===== config.mk =====
export PLATFORM = sky130hd
export DESIGN_NAME = mac_dual_read_slice
export DESIGN_NICKNAME = d
export VERILOG_FILES = /design/src/rtl/mdr_pkg.sv /design/src/rtl/mdr_agu.sv /design/src/rtl/mdr_operands.sv /design/src/rtl/mdr_mac.sv /design/src/rtl/mac_dual_read_slice.sv
export SDC_FILE = /design/constraint.sdc
export NUM_CORES = 1
export LEC_CHECK = 0
export BUFFER_PORTS_ARGS = -buffer_cell sky130_fd_sc_hd__buf_2
export CORE_UTILIZATION = 37
export CTS_CLUSTER_SIZE = 40
export DETAILED_ROUTE_END_ITERATION = 8
export PLACE_DENSITY = 0.54
export SYNTH_ARGS = -nofsm -noshare
export SYNTH_HDL_FRONTEND = slang
export SYNTH_SLANG_ARGS = --single-unit
export TNS_END_PERCENT = 20

===== constraint.sdc =====
create_clock -name clk -period 9.95 [get_ports clk]
set_clock_uncertainty 0.1 [all_clocks]
set_input_delay 0.995 -clock clk [delete_from_list [all_inputs] [get_ports clk]]
set_output_delay 0.995 -clock clk [all_outputs]
set_load 0.02 [all_outputs]

===== src/rtl/mdr_pkg.sv =====
package mdr_pkg;

    // Post-update rule of one address pointer
    typedef enum logic {
        PTR_ADD_OFFSET = 1'b0,
        PTR_DEC_ONE    = 1'b1
    } ptr_mode_e;

    // Decoded slice controls for one cycle
    typedef struct packed {
        logic alu_go;
        logic move_go;
    } slice_ctl_t;

endpackage


===== src/rtl/mdr_agu.sv =====
module mdr_agu
    import mdr_pkg::*;
#(
    parameter int unsigned ADDR_W = 16,
    parameter ptr_mode_e   MODE   = PTR_ADD_OFFSET
) (
    input  logic              clk,
    input  logic              rst,
    input  logic              load,
    input  logic [ADDR_W-1:0] load_val,
    input  logic              step,
    input  logic [ADDR_W-1:0] offset,
    output logic [ADDR_W-1:0] ptr
);

    logic [ADDR_W-1:0] ptr_next;

    generate
        if (MODE == PTR_ADD_OFFSET) begin : g_offset
            // two's-complement add covers a signed offset with wraparound
            always_comb ptr_next = ptr + offset;
        end else begin : g_dec
            logic unused_offset;
            always_comb unused_offset = ^offset;
            always_comb ptr_next = ptr - ADDR_W'(1);
        end
    endgenerate

    always_ff @(posedge clk) begin
        if (rst) begin
            ptr <= '0;
        end else if (load) begin
            ptr <= load_val;
        end else if (step) begin
            ptr <= ptr_next;
        end
    end

endmodule


===== src/rtl/mdr_operands.sv =====
module mdr_operands #(
    parameter int unsigned DATA_W = 16
) (
    input  logic              clk,
    input  logic              rst,
    input  logic              load_en,
    input  logic [DATA_W-1:0] prim_data,
    input  logic [DATA_W-1:0] sec_data,
    output logic [DATA_W-1:0] x0,
    output logic [DATA_W-1:0] y0
);

    always_ff @(posedge clk) begin
        if (rst) begin
            x0 <= '0;
            y0 <= '0;
        end else if (load_en) begin
            y0 <= prim_data;
            x0 <= sec_data;
        end
    end

endmodule


===== src/rtl/mdr_mac.sv =====
module mdr_mac #(
    parameter int unsigned DATA_W = 16,
    parameter int unsigned EXT_W  = 4
) (
    input  logic                          clk,
    input  logic                          rst,
    input  logic                          en,
    input  logic [DATA_W-1:0]             opx,
    input  logic [DATA_W-1:0]             opy,
    output logic [2*DATA_W+EXT_W-1:0]     acc
);

    localparam int unsigned PROD_W = 2 * DATA_W;
    localparam int unsigned ACC_W  = PROD_W + EXT_W;

    logic signed [PROD_W-1:0] prod;
    logic        [ACC_W-1:0]  prod_ext;
    logic        [ACC_W-1:0]  addend;

    always_comb begin
        prod     = $signed(opx) * $signed(opy);
        prod_ext = {{EXT_W{prod[PROD_W-1]}}, prod};
        // fractional alignment: drop the duplicated sign bit
        addend   = prod_ext << 1;
    end

    always_ff @(posedge clk) begin
        if (rst) begin
            acc <= '0;
        end else if (en) begin
            acc <= acc + addend;
        end
    end

endmodule


===== src/rtl/mac_dual_read_slice.sv =====
module mac_dual_read_slice
    import mdr_pkg::*;
#(
    parameter int unsigned DATA_W = 16,
    parameter int unsigned ADDR_W = 16,
    parameter int unsigned EXT_W  = 4
) (
    input  logic                          clk,
    input  logic                          rst,
    input  logic                          op_valid,
    input  logic                          move_en,
    input  logic                          ld_ptr_a,
    input  logic                          ld_ptr_b,
    input  logic                          ld_offset,
    input  logic [ADDR_W-1:0]             ld_value,
    output logic [ADDR_W-1:0]             rd_a_addr,
    output logic                          rd_a_en,
    input  logic [DATA_W-1:0]             rd_a_data,
    output logic [ADDR_W-1:0]             rd_b_addr,
    output logic                          rd_b_en,
    input  logic [DATA_W-1:0]             rd_b_data,
    output logic [2*DATA_W+EXT_W-1:0]     acc_out,
    output logic [DATA_W-1:0]             x0_out,
    output logic [DATA_W-1:0]             y0_out,
    output logic [ADDR_W-1:0]             ptr_a_out,
    output logic [ADDR_W-1:0]             ptr_b_out,
    output logic [ADDR_W-1:0]             offset_out
);

    slice_ctl_t        ctl;
    logic [ADDR_W-1:0] offset_q;

    // moves are legal only alongside an arithmetic operation
    always_comb begin
        ctl.alu_go  = op_valid;
        ctl.move_go = op_valid & move_en;
    end

    always_ff @(posedge clk) begin
        if (rst) begin
            offset_q <= '0;
        end else if (ld_offset) begin
            offset_q <= ld_value;
        end
    end

    mdr_agu #(.ADDR_W(ADDR_W), .MODE(PTR_ADD_OFFSET)) u_agu_a (
        .clk      (clk),
        .rst      (rst),
        .load     (ld_ptr_a),
        .load_val (ld_value),
        .step     (ctl.move_go),
        .offset   (offset_q),
        .ptr      (ptr_a_out)
    );

    mdr_agu #(.ADDR_W(ADDR_W), .MODE(PTR_DEC_ONE)) u_agu_b (
        .clk      (clk),
        .rst      (rst),
        .load     (ld_ptr_b),
        .load_val (ld_value),
        .step     (ctl.move_go),
        .offset   (offset_q),
        .ptr      (ptr_b_out)
    );

    mdr_operands #(.DATA_W(DATA_W)) u_opnd (
        .clk       (clk),
        .rst       (rst),
        .load_en   (ctl.move_go),
        .prim_data (rd_a_data),
        .sec_data  (rd_b_data),
        .x0        (x0_out),
        .y0        (y0_out)
    );

    mdr_mac #(.DATA_W(DATA_W), .EXT_W(EXT_W)) u_mac (
        .clk (clk),
        .rst (rst),
        .en  (ctl.alu_go),
        .opx (x0_out),
        .opy (y0_out),
        .acc (acc_out)
    );

    always_comb begin
        rd_a_addr  = ptr_a_out;
        rd_b_addr  = ptr_b_out;
        rd_a_en    = ctl.move_go;
        rd_b_en    = ctl.move_go;
        offset_out = offset_q;
    end

endmodule


==> results.md <==
- Starting Density: 0.376
- Status: finished clean
- Post-synth EDFFs: 0
- Crit path from: u_opnd.y0[1]$_SDFFE_PP0P_
- Starting DRT DRC Count: 544
- Post-Syn Nets: 2388
- Hold Crit Class: reg -> reg
- Setup bufs post-CTS: 0
- WL per Instance: 16.3 um
- CP dominant cell by count: fa_1
- Die Wd: 214 um
- Worst Path Class, Setup: reg -> reg
- Antenna diode count: 0
- Setup TNS after final layout: 0 ns
- TritonCTS buffer count: 17
- CP Capture Point: u_mac.acc[35]$_SDFFE_PP0P_
- Core Box Area: 44200 um2
- Synth cell types: 71
- IO Pins: around 210
- Syn. warnings: 0
- CP arrival: between 9 and 10 ns
- FMAX: 114 MHz
- Die area: 45700 um2
- Routed wire length: 43500 um
- MaxCap Viol Count: 0
- Max incr delay on CP: between 0.7 and 0.8 ns
- Grt total ovfl: 0
- Clock buffer depth: 2
- Cell accounting for the most synthesized area: fa_1
- Leak: 9.60 nW
- Port buffer count: 203
- Final hold vios: 0
- Pins Over Slew Limit: 0
- Critical path's slowest cell: dfxtp_1
- Pin count of the biggest net entering global routing: 81
- Final setup fails: 0
- GRT Overall Usage: 0.203
- Number of global-route vias before repair: between 10000 and 15000
- Async SR Flop Fraction: 0
- Residual DRC: 0
- Vias: 13100
- Post-synthesis sequential area ratio: 0.139
- Worst-skew pair later-pin latency: 0.47 ns
- Setup crit start kind: flip-flop
- Synth top area share: 0.318
- Final Cycle Share: 0.885
- Worst R2R Start: u_opnd.y0[1]$_SDFFE_PP0P_
- Detail Route Antenna Nets: 0
- CTS tree: built
- Ratio of cells with drive above 1 in the final layout: 0.126
- FP Rows: 77
- Pwr dens: 94.5 nW/um2
- Peak VDD IR: 0.000150 V
- #FFs+latches synth: 115
- Max transition margin: 0.367
- Post-Syn Instances: 1934
- Max FO, Critical Path: 18
- Clk sinks: roughly 120
- CTS resizes: 0
- Die Height: around 210 um
- CP required: approximately 10 ns
- H-tree depth: 4
- Post-DP HPWL: ~36000 um
- GP Congestion: 0.829
- Most area-consuming cells after synthesis: fa_1 (32%), dfxtp_1 (14%), ha_1 (10%), inv_1 (7.3%), nand2_1 (5.5%)
- RSZ-0062 raised after global routing: no
- Reg2reg setup slack: roughly 1.1 ns
- CP Capture Type: flip-flop
- CTS root buf: clkbuf_16
- Core Util, Final: 0.419
- DR vias/cell: approximately 4.9
- Reg clk slew, reported paths: 0.07 ns
- Worst Reg-to-Reg Cells: 29
- Area growth, synth to finish: 11.4%
- R2R Path End: u_mac.acc[35]$_SDFFE_PP0P_
- First drt pass iteration count: 5
- Count of hold-fix buffers inserted at cts: 0
- Fin nets: 2516
- Final Critical Period: 8.80 ns
- Cell Area, Synth: 16600 um2
- Avg Inst Size Synth: 8.59 um2
- Worst-Margin Slew: between 0.9 and 1 ns
- Post-synth top flop: dfxtp_1
- Initial antenna violation count: 0
- First-pass GRT wire length: slightly above 70000 um
## worst min-delay path by stage
stage | start | end | depth (start not counted)
after global placement | u_mac.acc[21]$_SDFFE_PP0P_ | u_mac.acc[21]$_SDFFE_PP0P_ | 2
after global routing | u_mac.acc[34]$_SDFFE_PP0P_ | u_mac.acc[34]$_SDFFE_PP0P_ | 2
after floorplan | u_mac.acc[18]$_SDFFE_PP0P_ | u_mac.acc[18]$_SDFFE_PP0P_ | 2
final | u_mac.acc[21]$_SDFFE_PP0P_ | u_mac.acc[21]$_SDFFE_PP0P_ | 2
after detailed placement | u_mac.acc[21]$_SDFFE_PP0P_ | u_mac.acc[21]$_SDFFE_PP0P_ | 2
after CTS | u_mac.acc[21]$_SDFFE_PP0P_ | u_mac.acc[21]$_SDFFE_PP0P_ | 2
## kinds of logic (layout without fill, tap and decap cells)
| kind of cell | Yosys count | count (layout) | share of synthesized area |
|---|---|---|---|
| buffers and inverters | 432 | 573 | 0.105 |
| other | 1 | 1 | 0.000226 |
| and+or+nand+nor | 593 | 593 | 0.166 |
| AOI/OAI and AO/OA | 277 | 277 | 0.105 |
| adders and majority gates | 399 | 399 | 0.420 |
| DFF | 115 | 115 | 0.139 |
| xor gates and xnor gates | 82 | 82 | 0.0432 |
| muxes | 35 | 35 | 0.0212 |
## through the flow
step           total power, W  hold WS, ns  setup WS [ns]  cells  instance area, um2
2_1_floorplan        0.000968        0.457           1.65   1934               16600
3_3_place_gp          0.00113        0.380           1.27   2635               17900
3_5_place_dp          0.00114        0.383           1.15   2635               17900
4_1_cts               0.00178        0.393           1.11   2667               18500
5_1_grt               0.00186        0.413          0.587   2667               18500
6_report              0.00175        0.394           1.15   2667               18500
## layout by cell type, fill, tap and decap left out, drive strengths merged, types with 6 or more instances in the layout
cell	instances
inv	333
fa	264
nand2	243
buf	216
ha	135
a21oi	126
nor2	125
and2	124
dfxtp	115
xnor2	58
mux2i	34
o21ai	31
a21o	25
xor2	24
nor3	23
a211oi	19
nand3	17
clkbuf	17
nor2b	13
nand2b	12
o21a	11
or3	9
a31oi	9
o21bai	8
a221oi	7
and3	6
## metal layers
layer	share of wire	global-route usage	vias up
li1	-	-	6321
met1	0.48	0.291	6420
met2	0.45	0.312	280
met3	0.051	0.0401	38
met4	0.014	0.0510	0
met5	0	0	-
## flip-flops by register name, summed over array words and instances (netlist names)
| name | cells |
|---|---|
| u_opnd.x0 | 16 |
| u_agu_b.ptr | 16 |
| u_agu_a.ptr | 16 |
| offset_out | 16 |
| u_mac.acc | 35 |
| u_opnd.y0 | 16 |
## synthesized netlist by cell type, types with 13 or more instances
library cell and n:
nor2b_1 13, nand2_1 243, ha_1 135, nand3_1 17
o21ai_0 27, a21oi_1 125, nor2_1 124, mux2i_1 34
xnor2_1 58, a211oi_1 18, inv_1 325, dfxtp_1 115
buf_4 34, and2_1 124, fa_1 264, clkbuf_1 68
nor3_1 22, a21o_1 25, xor2_1 24
## layout make-up
cell class	count	area (um2)
clock inverters	15	145
clock buffers	17	425
multi-input cells	1387	12600
repair buffers	216	1120
well taps	592	741
inverters	325	1220
fillers	4451	25700
flip-flops and latches	115	2300
## where the power goes
group	internal (W)	switching, W
logic	0.000224	0.000343
registers	0.000497	0.0000630
clock network	0.000349	0.000275
total	0.00107	0.000680
## critical path: cells and delay by family, from the launching register on
family	cells	cell delay (ns)
AOI/OAI and AO/OA	10	2.39
muxes	2	0.48
and+or+nand+nor	5	0.96
DFF	1	0.77
buffers and inverters	3	0.15
adders and majority gates	8	3.67
xor gates and xnor gates	1	0.15
(Power assumes the default switching activity.)
